$ cat src/rtl/spmc_pkg.sv
package spmc_pkg;
  localparam int CMD_W  = 6;
  localparam int B_EN   = 0;
  localparam int B_ERS  = 1;
  localparam int B_WR   = 2;
  localparam int B_FUSE = 3;
  localparam int B_CLR  = 4;
  localparam int B_SIG  = 5;

  typedef enum logic [2:0] {
    OP_NONE, OP_FILL, OP_ERASE, OP_WRITE, OP_CLR, OP_SIG, OP_FUSE
  } op_e;
endpackage

$ cat src/rtl/spmc_decode.sv
module spmc_decode
  import spmc_pkg::*;
(
  input  logic [CMD_W-1:0] pat_i,
  output logic             valid_o,
  output op_e              op_o
);
  logic [CMD_W-1:0] hi;
  assign hi = pat_i & ~(CMD_W'(1) << B_EN);

  always_comb begin
    op_o = OP_NONE;
    if (pat_i[B_EN]) begin
      unique case (hi)
        '0:                   op_o = OP_FILL;
        CMD_W'(1) << B_ERS:   op_o = OP_ERASE;
        CMD_W'(1) << B_WR:    op_o = OP_WRITE;
        CMD_W'(1) << B_FUSE:  op_o = OP_FUSE;
        CMD_W'(1) << B_CLR:   op_o = OP_CLR;
        CMD_W'(1) << B_SIG:   op_o = OP_SIG;
        default:              op_o = OP_NONE;
      endcase
    end
  end

  assign valid_o = (op_o != OP_NONE);
endmodule

$ cat src/rtl/spmc_window.sv
module spmc_window #(
  parameter int WIN = 4
) (
  input  logic clk_i,
  input  logic rst_ni,
  input  logic start_i,
  input  logic hit_i,
  output logic open_o,
  output logic expire_o
);
  localparam int CW = $clog2(WIN + 1);
  logic [CW-1:0] cnt_q;

  always_ff @(posedge clk_i or negedge rst_ni) begin
    if (!rst_ni)            cnt_q <= '0;
    else if (start_i)       cnt_q <= CW'(WIN);
    else if (hit_i)         cnt_q <= '0;
    else if (cnt_q != '0)   cnt_q <= cnt_q - 1'b1;
  end

  assign open_o   = (cnt_q != '0);
  assign expire_o = (cnt_q == CW'(1)) && !hit_i && !start_i;
endmodule

$ cat src/rtl/spmc_fuse_mux.sv
module spmc_fuse_mux #(
  parameter int PTR_W  = 16,
  parameter int LOCK_W = 2
) (
  input  logic [PTR_W-1:0]  zptr_i,
  input  logic [7:0]        fuse_lo_i,
  input  logic [7:0]        fuse_hi_i,
  input  logic [LOCK_W-1:0] lock_i,
  output logic [7:0]        byte_o
);
  logic [7:0] lock_byte;
  assign lock_byte = {{(8-LOCK_W){1'b1}}, lock_i};

  always_comb begin
    unique case (zptr_i)
      PTR_W'(0): byte_o = fuse_lo_i;
      PTR_W'(1): byte_o = lock_byte;
      PTR_W'(3): byte_o = fuse_hi_i;
      default:   byte_o = 8'hFF;
    endcase
  end
endmodule

$ cat src/rtl/selfprog_cmd_ctrl.sv
module selfprog_cmd_ctrl
  import spmc_pkg::*;
#(
  parameter int PTR_W     = 16,
  parameter int DATA_W    = 16,
  parameter int STORE_WIN = 4,
  parameter int LOAD_WIN  = 3,
  parameter int LOCK_W    = 2
) (
  input  logic              clk_i,
  input  logic              rst_ni,
  input  logic              reg_we_i,
  input  logic [7:0]        reg_wdata_i,
  output logic [7:0]        reg_rdata_o,
  input  logic              store_i,
  input  logic              load_i,
  input  logic [PTR_W-1:0]  zptr_i,
  input  logic [DATA_W-1:0] store_data_i,
  input  logic              ee_busy_i,
  input  logic              flash_done_i,
  input  logic [7:0]        fuse_lo_i,
  input  logic [7:0]        fuse_hi_i,
  input  logic [LOCK_W-1:0] lock_i,
  output logic              buf_fill_o,
  output logic [PTR_W-1:0]  buf_addr_o,
  output logic [DATA_W-1:0] buf_data_o,
  output logic              page_erase_o,
  output logic              page_write_o,
  output logic              buf_clear_o,
  output logic              sig_read_o,
  output logic              fuse_read_o,
  output logic              rd_override_o,
  output logic [7:0]        rd_data_o
);
  logic [CMD_W-1:0] cmd_q;
  logic             busy_q;
  logic             wr_ok, cur_ok, accept, st_hit, ld_hit;
  logic             st_open, st_exp, ld_open, ld_exp;
  op_e              wr_op, cur_op;
  logic [7:0]       fuse_byte;

  spmc_decode u_dec_wr  (.pat_i(reg_wdata_i[CMD_W-1:0]), .valid_o(wr_ok),  .op_o(wr_op));
  spmc_decode u_dec_cur (.pat_i(cmd_q),                  .valid_o(cur_ok), .op_o(cur_op));

  assign accept = reg_we_i && !ee_busy_i && !busy_q && wr_ok;
  assign st_hit = store_i && cur_ok && st_open && !ee_busy_i && !busy_q;
  assign ld_hit = load_i && (cur_op == OP_FUSE) && ld_open && !ee_busy_i;

  spmc_window #(.WIN(STORE_WIN)) u_st_win (
    .clk_i, .rst_ni, .start_i(accept), .hit_i(st_hit),
    .open_o(st_open), .expire_o(st_exp)
  );

  spmc_window #(.WIN(LOAD_WIN)) u_ld_win (
    .clk_i, .rst_ni, .start_i(accept), .hit_i(ld_hit),
    .open_o(ld_open), .expire_o(ld_exp)
  );

  spmc_fuse_mux #(.PTR_W(PTR_W), .LOCK_W(LOCK_W)) u_fuse_mux (
    .zptr_i, .fuse_lo_i, .fuse_hi_i, .lock_i, .byte_o(fuse_byte)
  );

  // command register and long-operation hold
  always_ff @(posedge clk_i or negedge rst_ni) begin
    if (!rst_ni) begin
      cmd_q  <= '0;
      busy_q <= 1'b0;
    end else if (accept) begin
      cmd_q  <= reg_wdata_i[CMD_W-1:0];
    end else if (busy_q) begin
      if (flash_done_i) begin
        cmd_q  <= '0;
        busy_q <= 1'b0;
      end
    end else if (st_hit) begin
      if (cur_op == OP_ERASE || cur_op == OP_WRITE) busy_q <= 1'b1;
      else                                          cmd_q  <= '0;
    end else if (ld_hit) begin
      cmd_q <= '0;
    end else if (st_exp || (ld_exp && cur_op == OP_FUSE)) begin
      cmd_q <= '0;
    end
  end

  // registered command pulses
  always_ff @(posedge clk_i or negedge rst_ni) begin
    if (!rst_ni) begin
      buf_fill_o   <= 1'b0;
      buf_addr_o   <= '0;
      buf_data_o   <= '0;
      page_erase_o <= 1'b0;
      page_write_o <= 1'b0;
      buf_clear_o  <= 1'b0;
      sig_read_o   <= 1'b0;
      fuse_read_o  <= 1'b0;
    end else begin
      buf_fill_o   <= 1'b0;
      page_erase_o <= 1'b0;
      page_write_o <= 1'b0;
      buf_clear_o  <= 1'b0;
      sig_read_o   <= 1'b0;
      fuse_read_o  <= ld_hit && !accept;
      if (st_hit && !accept) begin
        unique case (cur_op)
          OP_FILL: begin
            buf_fill_o <= 1'b1;
            buf_addr_o <= {zptr_i[PTR_W-1:1], 1'b0};
            buf_data_o <= store_data_i;
          end
          OP_ERASE: page_erase_o <= 1'b1;
          OP_WRITE: page_write_o <= 1'b1;
          OP_CLR:   buf_clear_o  <= 1'b1;
          OP_SIG:   sig_read_o   <= 1'b1;
          default:  ;
        endcase
      end
    end
  end

  assign rd_override_o = ld_hit;
  assign rd_data_o     = ld_hit ? fuse_byte : 8'h00;
  assign reg_rdata_o   = {{(8-CMD_W){1'b0}}, cmd_q};
endmodule

$ cat config.mk
export PLATFORM = sky130hd
export DESIGN_NAME = selfprog_cmd_ctrl
export DESIGN_NICKNAME = d
export VERILOG_FILES = /design/src/rtl/spmc_pkg.sv /design/src/rtl/spmc_decode.sv /design/src/rtl/spmc_window.sv /design/src/rtl/spmc_fuse_mux.sv /design/src/rtl/selfprog_cmd_ctrl.sv
export SDC_FILE = /design/constraint.sdc
export NUM_CORES = 1
export LEC_CHECK = 0
export ABC_AREA = 1
export CAP_MARGIN = 20
export CORE_ASPECT_RATIO = 0.8
export CORE_UTILIZATION = 24
export CTS_BUF_LIST = sky130_fd_sc_hd__clkbuf_16
export DETAILED_ROUTE_END_ITERATION = 12
export DONT_BUFFER_PORTS = 1
export HOLD_SLACK_MARGIN = 0.06
export SETUP_SLACK_MARGIN = 0.05
export SYNTH_ARGS = -nofsm -noshare
export SYNTH_HDL_FRONTEND = slang
export SYNTH_HIERARCHICAL = 1
export SYNTH_SLANG_ARGS = --single-unit
$ cat constraint.sdc
create_clock -name clk_i -period 5.2 [get_ports clk_i]
set_clock_uncertainty 0.1 [all_clocks]
set_input_delay 0.78 -clock clk_i [delete_from_list [all_inputs] [get_ports clk_i]]
set_output_delay 0.78 -clock clk_i [all_outputs]
set_load 0.005 [all_outputs]
==> flow_summary.toml <==
[floorplan]
row_count = 34
die-area_mm2 = 0.0122
core_mm2 = 0.0111
io_pins = 120
die_x_um = 123
start_util = 0.252
die_h_um = 98.8

[clocking]
clk_latency_ns = 0.29
clkSinkCount = 49
clockBufferDepth = 2
cts.clk_slew.worst_paths_ns = 0.06
cts_root_buf = "clkbuf_16"
cts_setup_buffers = 0
htree_levels = 2
cts_buffers = 5
cts_tree = "yes"

[timing]
setup_viol = 0
timing.slew.headroom = 0.538
tightest_slew_ns = 0.691
timing.setup.tns_ns = 0
fmaxAchievable_mhz = 315
period_minus_slack_ns = 3.17
hold_viol_final = 0
finalMaxSlewViolations = 0
rsz0062_at_grt = "false"
timing.hold.ws_ns = 0.0843
fin_crit_sh = 0.610

[yosys]
syn_area_mm2 = 0.00281
yosys_warnings = 6
postSynthAreaPerCell_um2 = 7.38
syn_inst = 381

[final_layout]
fin_cells = 529
fillers = 1202
insertedDiodeCount = 0
synthToLayoutAreaGrowth_pct = 10.1
final_nets = 454
final_layout_size_suffix_gt1_frac = 0.127
fin_area_mm2 = 0.00310

[worst_setup_path]
rrSetupSlack_ns = 2.38
crit_fanout = 9
worstRegToRegCells = 13
worstReg2RegEnd = "buf_data_o[4]$_DFFE_PN0P_"
crit_type = "flip-flop to output port"
worstPathArrival_ns = 2.29
critPathCaptureType = "output port"
required_ns = 4.32
cp-start-kind = "flip-flop"
crit-reg2reg-launch = "cmd_q[4]$_DFFE_PN0P_"

[placement]
placed_area_mm2 = 0.00291
dp_cells = 517
dp_hpwl_um = 4890
gp_congestion = 0.742
portBuffers = 0

[run]
drv_cap = 0

[power]
clockPowerShare = 0.314
pwr-share-seq = 0.458
power_w = 0.00102
irDropWorstVdd_uv = 119
leakagePower_nw = 1.83
p_sw_frac = 0.325
p_int_w = 0.000692
p_per_area_mw_per_mm2 = 331
pwr-share-comb = 0.228
p_sw_w = 0.000332

[drt]
drt-total-wl_um = 6860
drc = 0
drt_iter0_markers = 79
drtAntennaViolNets = 0
via_per_inst = 4.26
firstDrtPassIters = 4
routedWlPerCell_um = 13.0
vias = 2253

[grt]
grt_pass1_wl_um = 10400
grt_max_degree = 37
grtUsageTotal = 0.112
grt_pass1_vias = 2237
grt_antenna_before_repair = 0
overflow = 0

[min_path]
hold_class = "input port to asynchronous set/reset pin"

[outcome]
outcome = "completed"
critical path, cell delays in order, from the launching register on:
cell	delay, ns
dfrtp_1	0.45
nor2_2	0.19
nand2_2	0.08
nor3_1	0.20
o21ai_1	0.10
inv_1	0.15
nand3_1	0.15
nor2_1	0.35
inv_2	0.16
nor2_1	0.17
power by group through the flow:
stage	Sequential, W	Combinational, W	Clock [W]
2_1_floorplan	0.000465	0.000190	0
3_3_place_gp	0.000475	0.000211	0
3_5_place_dp	0.000477	0.000223	0
4_1_cts	0.000470	0.000227	0.000340
5_1_grt	0.000476	0.000271	0.000355
6_report	0.000469	0.000233	0.000322
layout make-up:
type	count	area [um^2]	area share
inverters	51	193	0.0622
well taps	144	180	0.0582
multi-input cells	273	1320	0.424
flip-flops and latches	49	1230	0.396
clock buffers	5	125	0.0404
clock inverters	3	18.8	0.00606
repair buffers	4	40.0	0.0129
registers in the layout, summed over array words and instances, names as in the netlist:
| register | count |
|---|---|
| buf_data_o | 16 |
| page_write_o | 1 |
| u_st_win/cnt_q | 3 |
| cmd_q | 6 |
| fuse_read_o | 1 |
| buf_clear_o | 1 |
| page_erase_o | 1 |
| busy_q | 1 |
| u_ld_win/cnt_q | 2 |
| buf_addr_o | 15 |
| sig_read_o | 1 |
| buf_fill_o | 1 |
worst max path at each step:
stage                               startpoint                         to  slack (ns)  cells past startpoint
after floorplan                      zptr_i[9]               rd_data_o[3]        2.66                     10
after global placement          reg_wdata_i[4]  buf_data_o[2]$_DFFE_PN0P_        2.18                     12
after detailed placement        reg_wdata_i[4]  buf_data_o[4]$_DFFE_PN0P_        2.10                     12
after CTS                 cmd_q[4]$_DFFE_PN0P_               rd_data_o[6]        1.99                      7
after global routing      cmd_q[2]$_DFFE_PN0P_               rd_data_o[2]        1.80                      7
final                     cmd_q[4]$_DFFE_PN0P_               rd_data_o[6]        2.03                      9
metal layers:
metal	share of wire	global-route usage
met5	0	0
met4	0.013	0.0389
met3	0.088	0.0399
met2	0.48	0.198
met1	0.42	0.124
stage by stage:
stage                     setup WS [ns]  utilization
final                              2.03        0.278
after global routing               1.80        0.278
after CTS                          1.99        0.275
after detailed placement           2.10        0.261
after global placement             2.18        0.261
after floorplan                    2.66            -
what timing repair did:
item,CTS,global route
setup endpoints to repair,0,0
hold buffers,1,3
resized for setup,0,0
endpoints found under the hold margin,14,15
cells in the final DEF, fill, tap and decap left out:
master and instances:
nor2_4 2, clkinv_2 1, nor2_8 3, a21oi_1 4
a31oi_1 1, clkinvlp_4 2, nor3_2 1, nand2_4 4
o21ai_0 1, a21boi_4 1, ha_1 5, dlygate4sd3_1 4
dfrtp_1 49, clkbuf_16 5, conb_1 3, nand4_1 3
inv_1 45, a21oi_2 2, nand2_2 10, nand3_1 26
clkinv_1 1, nor4_1 2, nor2_2 11, nand3_2 2
nand2_1 155, nor2_1 35, o21ai_1 1, inv_2 5
nor3_1 1
(Power assumes the default switching activity.)
